===== src/rtl/peer_presence_table.sv =====
module peer_presence_table #(
  parameter int NUM_DEV = 32,
  parameter int ADDR_W  = 8,
  parameter int DATA_W  = 32
) (
  input  logic                       clk,
  input  logic                       rst_n,
  input  logic [$clog2(NUM_DEV)-1:0] strap_id,
  input  logic                       flood_pkt,
  input  logic                       cpu_wr,
  input  logic [ADDR_W-1:0]          cpu_addr,
  input  logic [DATA_W-1:0]          cpu_wdata,
  output logic                       req_valid,
  output logic [$clog2(NUM_DEV)-1:0] req_dev,
  input  logic                       rsp_valid,
  input  logic                       rsp_abort,
  input  logic                       other_abort_valid,
  input  logic [$clog2(NUM_DEV)-1:0] other_abort_dev,
  output logic [NUM_DEV-1:0]         presence,
  output logic [$clog2(NUM_DEV)-1:0] local_id,
  output logic                       manual_mode,
  output logic                       sweep_done
);
  localparam int ID_W     = $clog2(NUM_DEV);
  localparam int ID_LSB   = 22;
  localparam int MODE_BIT = 2;
  localparam logic [ADDR_W-1:0] CTRL_OFS = ADDR_W'(8'h00);
  localparam logic [ADDR_W-1:0] BASE_OFS = ADDR_W'(8'h10);
  localparam logic [ADDR_W-1:0] TAB_OFS  = ADDR_W'(8'h20);
  localparam logic [ID_W-1:0]   TOP_ID   = ID_W'(NUM_DEV - 1);

  logic            busy;
  logic [ID_W-1:0] cur, first_dev, last_dev, step, nxt;
  logic [NUM_DEV-1:0] clr;
  logic wr_ctrl, wr_base, wr_tab, start, rsp_take;

  assign wr_ctrl  = cpu_wr && cpu_addr == CTRL_OFS;
  assign wr_base  = cpu_wr && cpu_addr == BASE_OFS;
  assign wr_tab   = cpu_wr && cpu_addr == TAB_OFS;
  assign start    = flood_pkt && !busy && !sweep_done && !manual_mode;
  assign rsp_take = busy && rsp_valid;

  assign first_dev = (local_id == '0) ? ID_W'(1) : '0;
  assign last_dev  = (local_id == TOP_ID) ? TOP_ID - ID_W'(1) : TOP_ID;
  assign step      = cur + ID_W'(1);
  assign nxt       = (step == local_id) ? step + ID_W'(1) : step;

  assign req_valid = busy;
  assign req_dev   = cur;

  always_comb begin
    clr = '0;
    if (rsp_take && rsp_abort) clr[cur] = 1'b1;
    if (other_abort_valid)     clr[other_abort_dev] = 1'b1;
  end

  always_ff @(posedge clk) begin
    if (!rst_n) begin
      presence    <= '1;
      local_id    <= strap_id;
      manual_mode <= 1'b0;
      sweep_done  <= 1'b0;
      busy        <= 1'b0;
      cur         <= '0;
    end else begin
      presence <= wr_tab ? cpu_wdata[NUM_DEV-1:0] : presence & ~clr;
      if (wr_ctrl) manual_mode <= cpu_wdata[MODE_BIT];
      if (wr_base) local_id <= cpu_wdata[ID_LSB +: ID_W];
      if (start) begin
        busy <= 1'b1;
        cur  <= first_dev;
      end else if (rsp_take) begin
        if (cur == last_dev) begin
          busy       <= 1'b0;
          sweep_done <= 1'b1;
        end else begin
          cur <= nxt;
        end
      end
    end
  end
endmodule



===== config.mk =====
export PLATFORM = sky130hd
export DESIGN_NAME = peer_presence_table
export DESIGN_NICKNAME = d
export VERILOG_FILES = /design/src/rtl/peer_presence_table.sv
export SDC_FILE = /design/constraint.sdc
export NUM_CORES = 1
export LEC_CHECK = 0
export BUFFER_PORTS_ARGS = -buffer_cell sky130_fd_sc_hd__buf_4
export CAP_MARGIN = 25
export CELL_PAD_IN_SITES_DETAIL_PLACEMENT = 1
export CELL_PAD_IN_SITES_GLOBAL_PLACEMENT = 2
export CORE_MARGIN = 1
export CORE_UTILIZATION = 24
export CTS_CLUSTER_SIZE = 28
export DETAILED_ROUTE_END_ITERATION = 8
export PLACE_DENSITY_LB_ADDON = 0.1
export SETUP_SLACK_MARGIN = 0.5
export SKIP_CTS_REPAIR_TIMING = 1
export SYNTH_ARGS = -nofsm -noshare
export SYNTH_HDL_FRONTEND = slang
export SYNTH_SLANG_ARGS = --single-unit

===== constraint.sdc =====
create_clock -name clk -period 2.4 [get_ports clk]
set_clock_uncertainty 0.05 [all_clocks]
set_input_delay 0.48 -clock clk [delete_from_list [all_inputs] [get_ports clk]]
set_output_delay 0.48 -clock clk [all_outputs]
set_load 0.005 [all_outputs]

==> results.toml, run 1 <==
[grt]
grt_first_pass_wirelength_mm = 14.4
top_usage_layer = "met2"
globalRouteOverflowTotal = 0
grt.met3_usage = 0.0415
grt_util_all_layers = 0.169
met2_usage = 0.271
antenna_found_initial = 0
grt_start_max_net_pins = 65
globalRouteMet1Util = 0.230
grt_pass1_vias = 2602

[final_layout]
layout-area-overhead-vs-synth_pct = 45.0
post_route_cells_drive_above_1_share = 0.391
nets = 442
layoutNonFillerInstCount = 514
antenna_cells = 0

[setup_path]
r2r.worst_path.cells = 9
timing.critical_path.depth = 9
critical_path.endpoint = "req_dev[3]$_SDFFE_PN0P_"
slowest_stage = "sky130_fd_sc_hd__dfxtp_4"
crit_path_max_fanout = 7
timing.critical_path.max_delay_family = "simple AND/OR/NAND/NOR gates"
critPathArrivalTime_ps = 2140
cp-startpoint = "req_dev[0]$_SDFFE_PN0P_"
regToRegStartpoint = "req_dev[0]$_SDFFE_PN0P_"
end_kind = "flip-flop"
buffers_and_inverters_on_the_worst_path = 2
criticalPathCategory = "flip-flop to flip-flop"
r2r_slack_ps = 400
cp_cell_sequence = "inv_6, ha_4, xor2_1, nor2_1, nand2_1, buf_4, nor4_2, mux2i_1, a32o_1"
worstReg2RegEnd = "req_dev[3]$_SDFFE_PN0P_"
worstPathRequired_ps = 2550
setup.worst_path.start_class = "flip-flop"
max_stage_delay_ps = 430

[synth]
synth-compound-area-share = 0.261
synthArstFlopShare = 0
xor_and_xnor_fraction_of_the_mapped_netlist_area = 0.0424
seq_area_frac_synth = 0.384
synthDominantAreaCellType = "sky130_fd_sc_hd__dfxtp_1"
synthFlopType = "sky130_fd_sc_hd__dfxtp_1"
synth.top_cell.area_share = 0.323
yosysWarnings = 0
gate_count_of_the_mapped_netlist = 276
synth.ff_latch_count = 45
mux_share_of_post_synthesis_cell_area = 0.0308
main_combinational_cell_family_by_area_after_synthesis = "compound AO/OA/AOI/OAI gates"
synth-adder-area-share = 0.0252
synth_commonest_cells = "sky130_fd_sc_hd__nand2_1 (51), sky130_fd_sc_hd__dfxtp_1 (40), sky130_fd_sc_hd__o211ai_1 (32), sky130_fd_sc_hd__o221ai_1 (32), sky130_fd_sc_hd__buf_2 (10)"
yosys.cell_types.count = 47
syn_nets = 338
most_frequently_used_cell_type_in_the_post_synthesis_netlist = "sky130_fd_sc_hd__nand2_1"
syn-cell-area_mm2 = 0.00248
post_synth_and_or_nand_nor_area_fraction = 0.214
synthesized_area_per_cell_um2 = 8.98
synth-edff-count = 5
yosys-top-cells-area = "sky130_fd_sc_hd__dfxtp_1 (32%), sky130_fd_sc_hd__o221ai_1 (11%), sky130_fd_sc_hd__o211ai_1 (9.7%)"

[timing]
finalCriticalPeriod_ps = 2000
slew_headroom = 0.682
final_hold_viol_count = 0
setup_viol = 0
hold-worst-slack_ps = 343
report.final.slew_viol_count = 0
grt_setup_unrepaired = "yes"
worst-slew-pin-transition_ps = 476
share_of_the_clock_period_used_by_the_worst_path_after_layout = 0.833
fmax_mhz = 500
fin_tns_setup_ps = 0

[place]
dpl.hpwl_mm = 6.60
post-place-cells = 498
gp_congestion = 0.774
portBuffers = 101

[floorplanning]
fp.dieArea_mm2 = 0.0107
num_io_pins = 102
core_region_area_mm2 = 0.00991
die-height_um = 104
fp.dieW_um = 104
floorplan.initialDensity = 0.250
fp-row-count = 36

[power_and_ir_drop]
power.share.switching = 0.266
cell_int_power_uw = 1160
vdd.ir_drop.worst_mv = 0.250
netSwitchingPower_uw = 421
seq_power_share = 0.510
power_leakage_uw = 0.00131
power.combinational.fraction = 0.169
powerDensity_mw_per_mm2 = 441
fraction_of_power_consumed_by_the_clock_network = 0.321

[drt]
route.antenna.remaining_nets = 0
post_drt_wl_per_cell_um = 18.0
dr.pass1.iters = 4
viasPerCell = 5.04
drc = 0
via_count = 2588
routed_wl_mm = 9.27
first_drt_iteration_drcs = 127

[clock_network]
max_h_tree_level = 2
clk_transition_reported_paths_ps = 100
number_of_buffers_on_the_longest_clock_path = 2
cts-buffers-inserted = 5
cts.sink_count = 45
cts_root_buffer = "sky130_fd_sc_hd__clkbuf_8"
insertion_delay_ps = 300
tritoncts = "built"

[run_status]
status = "completed"

[flow_run]
max-cap-violations = 0

[worst_hold_path]
hold_path.class = "input pin to flip-flop"
worst register-to-register path: cells and delay by family, from the launching register on:
kind	cells	cell delay, ps
XOR/XNOR	1	150
adder cells (fa/ha/maj)	1	240
AO/OA/AOI/OAI	1	260
buffers and inverters	2	190
multiplexers	1	130
flip-flops	1	430
AND/OR/NAND/NOR	3	430
metal layers:
| metal | vias to the layer above | share of wire |
|---|---|---|
| li1 | 1264 | - |
| met1 | 1233 | 0.47 |
| met2 | 85 | 0.46 |
| met3 | 6 | 0.062 |
| met4 | 0 | 0.0061 |
| met5 | - | 0 |
worst min-delay path by stage:
stage                                  startpoint                 endpoint  depth (start not counted)
final                               cpu_wdata[13]  presence[13]$_SDFF_PN1_                          3
after global routing                 cpu_wdata[7]   presence[7]$_SDFF_PN1_                          3
after CTS                           cpu_wdata[14]  presence[14]$_SDFF_PN1_                          3
after detailed placement  sweep_done$_SDFFE_PN0P_  sweep_done$_SDFFE_PN0P_                          1
after global placement    sweep_done$_SDFFE_PN0P_  sweep_done$_SDFFE_PN0P_                          1
after floorplan           sweep_done$_SDFFE_PN0P_  sweep_done$_SDFFE_PN0P_                          1
flip-flops by register name (all words and copies together), names as in the netlist:
register     count
presence        32
local_id         5
req_dev          5
manual_mode      1
req_valid        1
sweep_done       1
metrics by stage:
step / setup slack (ps) / cell area (µm²) / power [µW] / util
after CTS: 190 / 3490 / 1600 / 0.352
after floorplan: 504 / 2500 / 927 / -
after global placement: 298 / 3400 / 1070 / 0.343
after detailed placement: 223 / 3400 / 1080 / 0.343
after global routing: 294 / 3590 / 1660 / 0.363
final: 401 / 3590 / 1590 / 0.363
layout by cell type, fill, tap and decap left out, types with 3 or more instances in the layout:
| cell type | instances |
|---|---|
| sky130_fd_sc_hd__buf_4 | 114 |
| sky130_fd_sc_hd__nand2_1 | 51 |
| sky130_fd_sc_hd__nand4_1 | 4 |
| sky130_fd_sc_hd__nand3b_1 | 8 |
| sky130_fd_sc_hd__nand3_1 | 6 |
| sky130_fd_sc_hd__clkbuf_8 | 6 |
| sky130_fd_sc_hd__ha_1 | 3 |
| sky130_fd_sc_hd__or3_1 | 4 |
| sky130_fd_sc_hd__or3b_2 | 3 |
| sky130_fd_sc_hd__nor2b_1 | 3 |
| sky130_fd_sc_hd__inv_1 | 3 |
| sky130_fd_sc_hd__o221ai_1 | 32 |
| sky130_fd_sc_hd__edfxtp_1 | 5 |
| sky130_fd_sc_hd__xnor2_1 | 9 |
| sky130_fd_sc_hd__nor2_1 | 9 |
| sky130_fd_sc_hd__a21oi_1 | 4 |
| sky130_fd_sc_hd__o211ai_1 | 32 |
| sky130_fd_sc_hd__dfxtp_1 | 36 |
| sky130_fd_sc_hd__mux2_2 | 5 |
area by class of cell:
| type | count | area [µm²] |
|---|---|---|
| Timing Repair Buffer | 115 | 876 |
| Inverter | 5 | 23.8 |
| Multi-Input combinational cell | 208 | 1470 |
| Clock buffer | 6 | 82.6 |
| Tap cell | 133 | 166 |
| Sequential cell | 45 | 961 |
| Clock inverter | 2 | 13.8 |
| Fill cell | 1188 | 6310 |
power groups by stage:
stage / Combinational (µW) / Clock [µW] / Sequential (µW)
CTS: 247 / 537 / 813
global placement: 244 / 0 / 828
finish: 267 / 509 / 809
detailed placement: 246 / 0 / 830
floorplan: 107 / 0 / 820
global route: 293 / 559 / 813
kinds of logic after synthesis:
family | after synthesis
compound gates | 81
xor+xnor | 12
fa+ha+maj | 5
buf+inv | 23
flops | 45
mux | 7
simple gates | 103
No activity file was read; power rests on OpenSTA's default activity.
==> run 2, diff against run 1 <==
CORE_UTILIZATION = 27   (was 24)
clock period = 2 ns   (was 2.4 ns; I/O delays follow)
==> results.toml, run 2 (synthesis gave the netlist of run 1 again) <==
[run_status]
status = "complete, but fails checks"
violated_checks = "design-rule violations"

[clock_network]
number_of_buffers_on_the_longest_clock_path = 2
clk_transition_reported_paths_ps = 100
cts_root_buffer = "sky130_fd_sc_hd__clkbuf_8"
cts.sink_count = 45
tritoncts = "built"
insertion_delay_ps = 310
max_h_tree_level = 2
cts-buffers-inserted = 5

[setup_path]
crit_path_max_fanout = 5
r2r_slack_ps = 120
regToRegStartpoint = "req_dev[1]$_SDFFE_PN0P_"
cp-startpoint = "req_dev[1]$_SDFFE_PN0P_"
critPathArrivalTime_ps = 2080
end_kind = "flip-flop"
r2r.worst_path.cells = 8
worstReg2RegEnd = "req_dev[4]$_SDFFE_PN0P_"
setup.worst_path.start_class = "flip-flop"
worstPathRequired_ps = 2200
criticalPathCategory = "flip-flop to flip-flop"

[grt]
grt_util_all_layers = 0.189
antenna_found_initial = 0
globalRouteOverflowTotal = 0
grt_start_max_net_pins = 65
grt_first_pass_wirelength_mm = 14.3
grt_pass1_vias = 2794

[drt]
via_count = 2729
viasPerCell = 5.44
dr.pass1.iters = 6
route.antenna.remaining_nets = 0
post_drt_wl_per_cell_um = 19.7
first_drt_iteration_drcs = 98
routed_wl_mm = 9.87
drc = 14

[final_layout]
n_fill_cell = 1062
layout_commonest_cell = "sky130_fd_sc_hd__buf_4"
largest_register = "presence"
layoutNonFillerInstCount = 502
largest_reg_flops = 32
layout_common_cells = "sky130_fd_sc_hd__buf_4 (116), sky130_fd_sc_hd__nand2_1 (47), sky130_fd_sc_hd__dfxtp_1 (35), sky130_fd_sc_hd__o211ai_1 (32), sky130_fd_sc_hd__o221ai_1 (27)"
layout-area-overhead-vs-synth_pct = 55.2
sequential_cell_area_um2 = 965
post_route_cells_drive_above_1_share = 0.442
multiInputGateArea_mm2 = 0.00154
antenna_cells = 0
nets = 455
final_cell_area_mm2 = 0.00385

[worst_hold_path]
holdPathStages = 3
holdPathEnd = "presence[12]$_SDFF_PN1_"
timing.hold.worst.start = "cpu_wdata[12]"
hold_path.class = "input pin to flip-flop"

[timing]
report.final.slew_viol_count = 0
setup_viol = 0
fin_tns_setup_ps = 0
share_of_the_clock_period_used_by_the_worst_path_after_layout = 0.941
final_hold_viol_count = 0
fmax_mhz = 531
worst-slew-pin-transition_ps = 582
finalCriticalPeriod_ps = 1880
slew_headroom = 0.611
grt_setup_unrepaired = "yes"

[floorplanning]
num_io_pins = 102
fp.dieArea_mm2 = 0.00957
fp.dieW_um = 97.8
floorplan.initialDensity = 0.281
die-height_um = 97.8
fp-row-count = 34
core_region_area_mm2 = 0.00881

[place]
dpl.hpwl_mm = 6.53
postPlaceCellArea_mm2 = 0.00345
portBuffers = 101
gp_congestion = 0.838
post-place-cells = 482

[power_and_ir_drop]
vdd.ir_drop.worst_mv = 0.261
power_leakage_uw = 0.00143
powerDensity_mw_per_mm2 = 528

[flow_run]
max-cap-violations = 0
-- run 2: cell types whose count changed in the layout (fill, tap and decap cells not counted), moves of 2 or more --
cell,change
sky130_fd_sc_hd__o221ai_1,-5
sky130_fd_sc_hd__buf_4,+2
sky130_fd_sc_hd__buf_8,+2
sky130_fd_sc_hd__o221ai_2,+5
sky130_fd_sc_hd__inv_4,+2
sky130_fd_sc_hd__nand2_2,+4
sky130_fd_sc_hd__nand2_1,-4
sky130_fd_sc_hd__buf_6,+5
sky130_fd_sc_hd__clkbuf_16,+3
-- run 2: layer usage --
| metal | share of wire | global-route usage | up-vias |
|---|---|---|---|
| met2 | 0.47 | 0.315 | 100 |
| met1 | 0.44 | 0.243 | 1313 |
| li1 | - | - | 1301 |
| met4 | 0.015 | 0.0501 | 0 |
| met5 | 0 | 0 | - |
| met3 | 0.077 | 0.0508 | 15 |
-- run 2: how the worst max path moves through the flow --
stage                                    endpoint  slack (ps)  cells past startpoint
after floorplan           req_dev[4]$_SDFFE_PN0P_         130                      9
after global placement    req_dev[4]$_SDFFE_PN0P_         130                      8
after detailed placement  req_dev[4]$_SDFFE_PN0P_          70                      8
after CTS                 req_dev[4]$_SDFFE_PN0P_          50                      8
after global routing      req_dev[4]$_SDFFE_PN0P_           6                      7
final                     req_dev[4]$_SDFFE_PN0P_         120                      8
-- run 2: cell type report --
class / instances / share of cell area
flip-flops and latches: 45 / 0.251
clock inverters: 3 / 0.0114
well taps: 108 / 0.0351
multi-input cells: 208 / 0.400
inverters: 5 / 0.00618
repair buffers: 128 / 0.279
clock buffers: 5 / 0.0179
-- run 2: worst max-delay path, cell delays in order, from the launching register on --
cell	delay [ps]
sky130_fd_sc_hd__dfxtp_4	400
sky130_fd_sc_hd__inv_4	50
sky130_fd_sc_hd__ha_4	240
sky130_fd_sc_hd__xor2_1	150
sky130_fd_sc_hd__nor2_1	130
sky130_fd_sc_hd__nand2_1	90
sky130_fd_sc_hd__o41a_1	330
sky130_fd_sc_hd__or3_1	320
sky130_fd_sc_hd__o21ai_1	70
-- run 2: through the flow --
stage                util  total power [µW]  hold slack, ps  worst slack [ps]
detailed placement  0.392              1300             452              66.1
CTS                 0.405              2030             257              53.8
global placement    0.392              1300             441               135
finish              0.437              2030             261               118
floorplan               -              1110             428               128
global route        0.437              2120             256              6.33
-- run 2: power breakdown --
| group | internal (µW) | total (µW) | switching [µW] |
|---|---|---|---|
| Combinational | 187 | 340 | 154 |
| Sequential | 937 | 963 | 26.2 |
| Clock | 375 | 729 | 353 |
==> run 3, diff against run 2 <==
CORE_UTILIZATION = 24   (was 27)
CTS_CLUSTER_SIZE = 25   (was 28)
GPL_TIMING_DRIVEN = 0   (was unset)
clock period = 1.59 ns   (was 2 ns; I/O delays follow)
==> results.toml, run 3 (synthesis gave the netlist of run 1 again) <==
[final_layout]
layout_commonest_cell = "sky130_fd_sc_hd__buf_4"
layout.core_utilization = 0.467
largest_reg_flops = 32
n_fill_cell = 1097
post_route_cells_drive_above_1_share = 0.628
layout_common_cells = "sky130_fd_sc_hd__buf_4 (81), sky130_fd_sc_hd__buf_6 (59), sky130_fd_sc_hd__nand2_1 (37), sky130_fd_sc_hd__dfxtp_2 (35), sky130_fd_sc_hd__o211ai_1 (32)"
layout-area-overhead-vs-synth_pct = 86.8
antenna_cells = 0
nets = 488
layoutNonFillerInstCount = 560
largest_register = "presence"

[grt]
globalRouteMet1Util = 0.259
grt_start_max_net_pins = 14
grt.met3_usage = 0.0315
met2_usage = 0.287
grt_util_all_layers = 0.181
globalRouteOverflowTotal = 0
antenna_found_initial = 0
grt_first_pass_wirelength_mm = 15.4
top_usage_layer = "met2"
grt_pass1_vias = 2771

[setup_path]
timing.critical_path.max_delay_family = "simple AND/OR/NAND/NOR gates"
cp_cell_sequence = "buf_6, ha_4, nand3_2, xnor2_2, nand2_1, o41a_1, or3_1, o21ai_1"
crit_path_max_fanout = 7
critPathArrivalTime_ps = 2160
max_stage_delay_ps = 370
timing.critical_path.depth = 8
r2r.worst_path.cells = 8
slowest_stage = "sky130_fd_sc_hd__dfxtp_4"
criticalPathCategory = "flip-flop to flip-flop"
setup.worst_path.start_class = "flip-flop"
buffers_and_inverters_on_the_worst_path = 1
end_kind = "flip-flop"
worstPathRequired_ps = 1780

[place]
post-place-cells = 510
gp_congestion = 0.762
portBuffers = 101
dpl.hpwl_mm = 7.13
place_worst_setup_slack_ps = -525

[timing]
worst-slew-pin-transition_ps = 678
report.final.slew_viol_count = 0
fin_tns_setup_ps = -1660
fmax_mhz = 509
slew_headroom = 0.547
post-route-worst-setup-slack_ps = -376
setup_viol = 9
final_hold_viol_count = 0
finalCriticalPeriod_ps = 1970
share_of_the_clock_period_used_by_the_worst_path_after_layout = 1.24
grt_setup_unrepaired = "yes"

[clock_network]
cts.sink_count = 45
max_h_tree_level = 2
number_of_buffers_on_the_longest_clock_path = 2
cts_root_buffer = "sky130_fd_sc_hd__clkbuf_8"
clk_transition_reported_paths_ps = 100
cts-buffers-inserted = 5
insertion_delay_ps = 300
tritoncts = "built"

[drt]
route.antenna.remaining_nets = 0
routed_wl_mm = 10.7
viasPerCell = 5.03
post_drt_wl_per_cell_um = 19.1
via_count = 2814
first_drt_iteration_drcs = 103
dr.pass1.iters = 4
drc = 0

[power_and_ir_drop]
vdd.ir_drop.worst_mv = 0.282
power_leakage_uw = 0.00169
powerDensity_mw_per_mm2 = 573

[floorplanning]
die-height_um = 104
fp.dieW_um = 104
fp-row-count = 36
floorplan.initialDensity = 0.250
num_io_pins = 102
core_region_area_mm2 = 0.00991
fp.dieArea_mm2 = 0.0107

[run_status]
status = "complete, but fails checks"
violated_checks = "negative setup slack"

[worst_hold_path]
holdPathStages = 3
hold_path.class = "input pin to flip-flop"

[flow_run]
max-cap-violations = 0
## run 3: changes by cell type in the layout (fill, tap and decap cells not counted), sizes merged
cell / change
buf: +27
clkbuf: +7
inv: -1
## run 3: worst min-delay path, delay by kind of cell
kind,cells,cell delay (ps)
AO/OA/AOI/OAI,1,70
AND/OR/NAND/NOR,1,40
buffers and inverters,1,70
## run 3: final timing paths
check                                        startpoint                       to  slack, ps
worst min register to register  sweep_done$_SDFFE_PN0P_  sweep_done$_SDFFE_PN0P_        450
worst max register to register  req_dev[0]$_SDFFE_PN0P_  req_dev[4]$_SDFFE_PN0P_       -380
worst max-delay path            req_dev[0]$_SDFFE_PN0P_  req_dev[4]$_SDFFE_PN0P_       -380
worst min-delay path                      cpu_wdata[13]  presence[13]$_SDFF_PN1_        190
## run 3: layer usage
layer	part of all wire	routed length (µm)
met2	0.47	5000
met4	0.0066	71
met5	0	0
met3	0.039	417
met1	0.49	5220
## run 3: through the flow
step / hold WS, ps / power [µW] / area [µm²]
5_1_grt: 181 / 2740 / 4630
3_5_place_dp: 443 / 1640 / 3510
3_3_place_gp: 432 / 1640 / 3510
4_1_cts: 179 / 2530 / 3620
6_report: 186 / 2650 / 4630
2_1_floorplan: 406 / 1410 / 2590
## run 3: final cells by class
cell class | instances | area (µm²) | share of cell area
plain buffers | 18 | 205 | 0.0443
clock buffers | 6 | 72.6 | 0.0157
clock inverters | 2 | 33.8 | 0.00730
inverters | 5 | 28.8 | 0.00622
multi-input cells | 208 | 1740 | 0.375
flip-flops and latches | 45 | 1010 | 0.218
well taps | 133 | 166 | 0.0359
repair buffers | 143 | 1380 | 0.297
## run 3: power by group
| group | switching (µW) | total (µW) | leakage, µW | internal, µW |
|---|---|---|---|---|
| Clock | 431 | 897 | 0.0000528 | 466 |
| Sequential | 34.6 | 1210 | 0.000363 | 1180 |
| Combinational | 237 | 540 | 0.00128 | 303 |
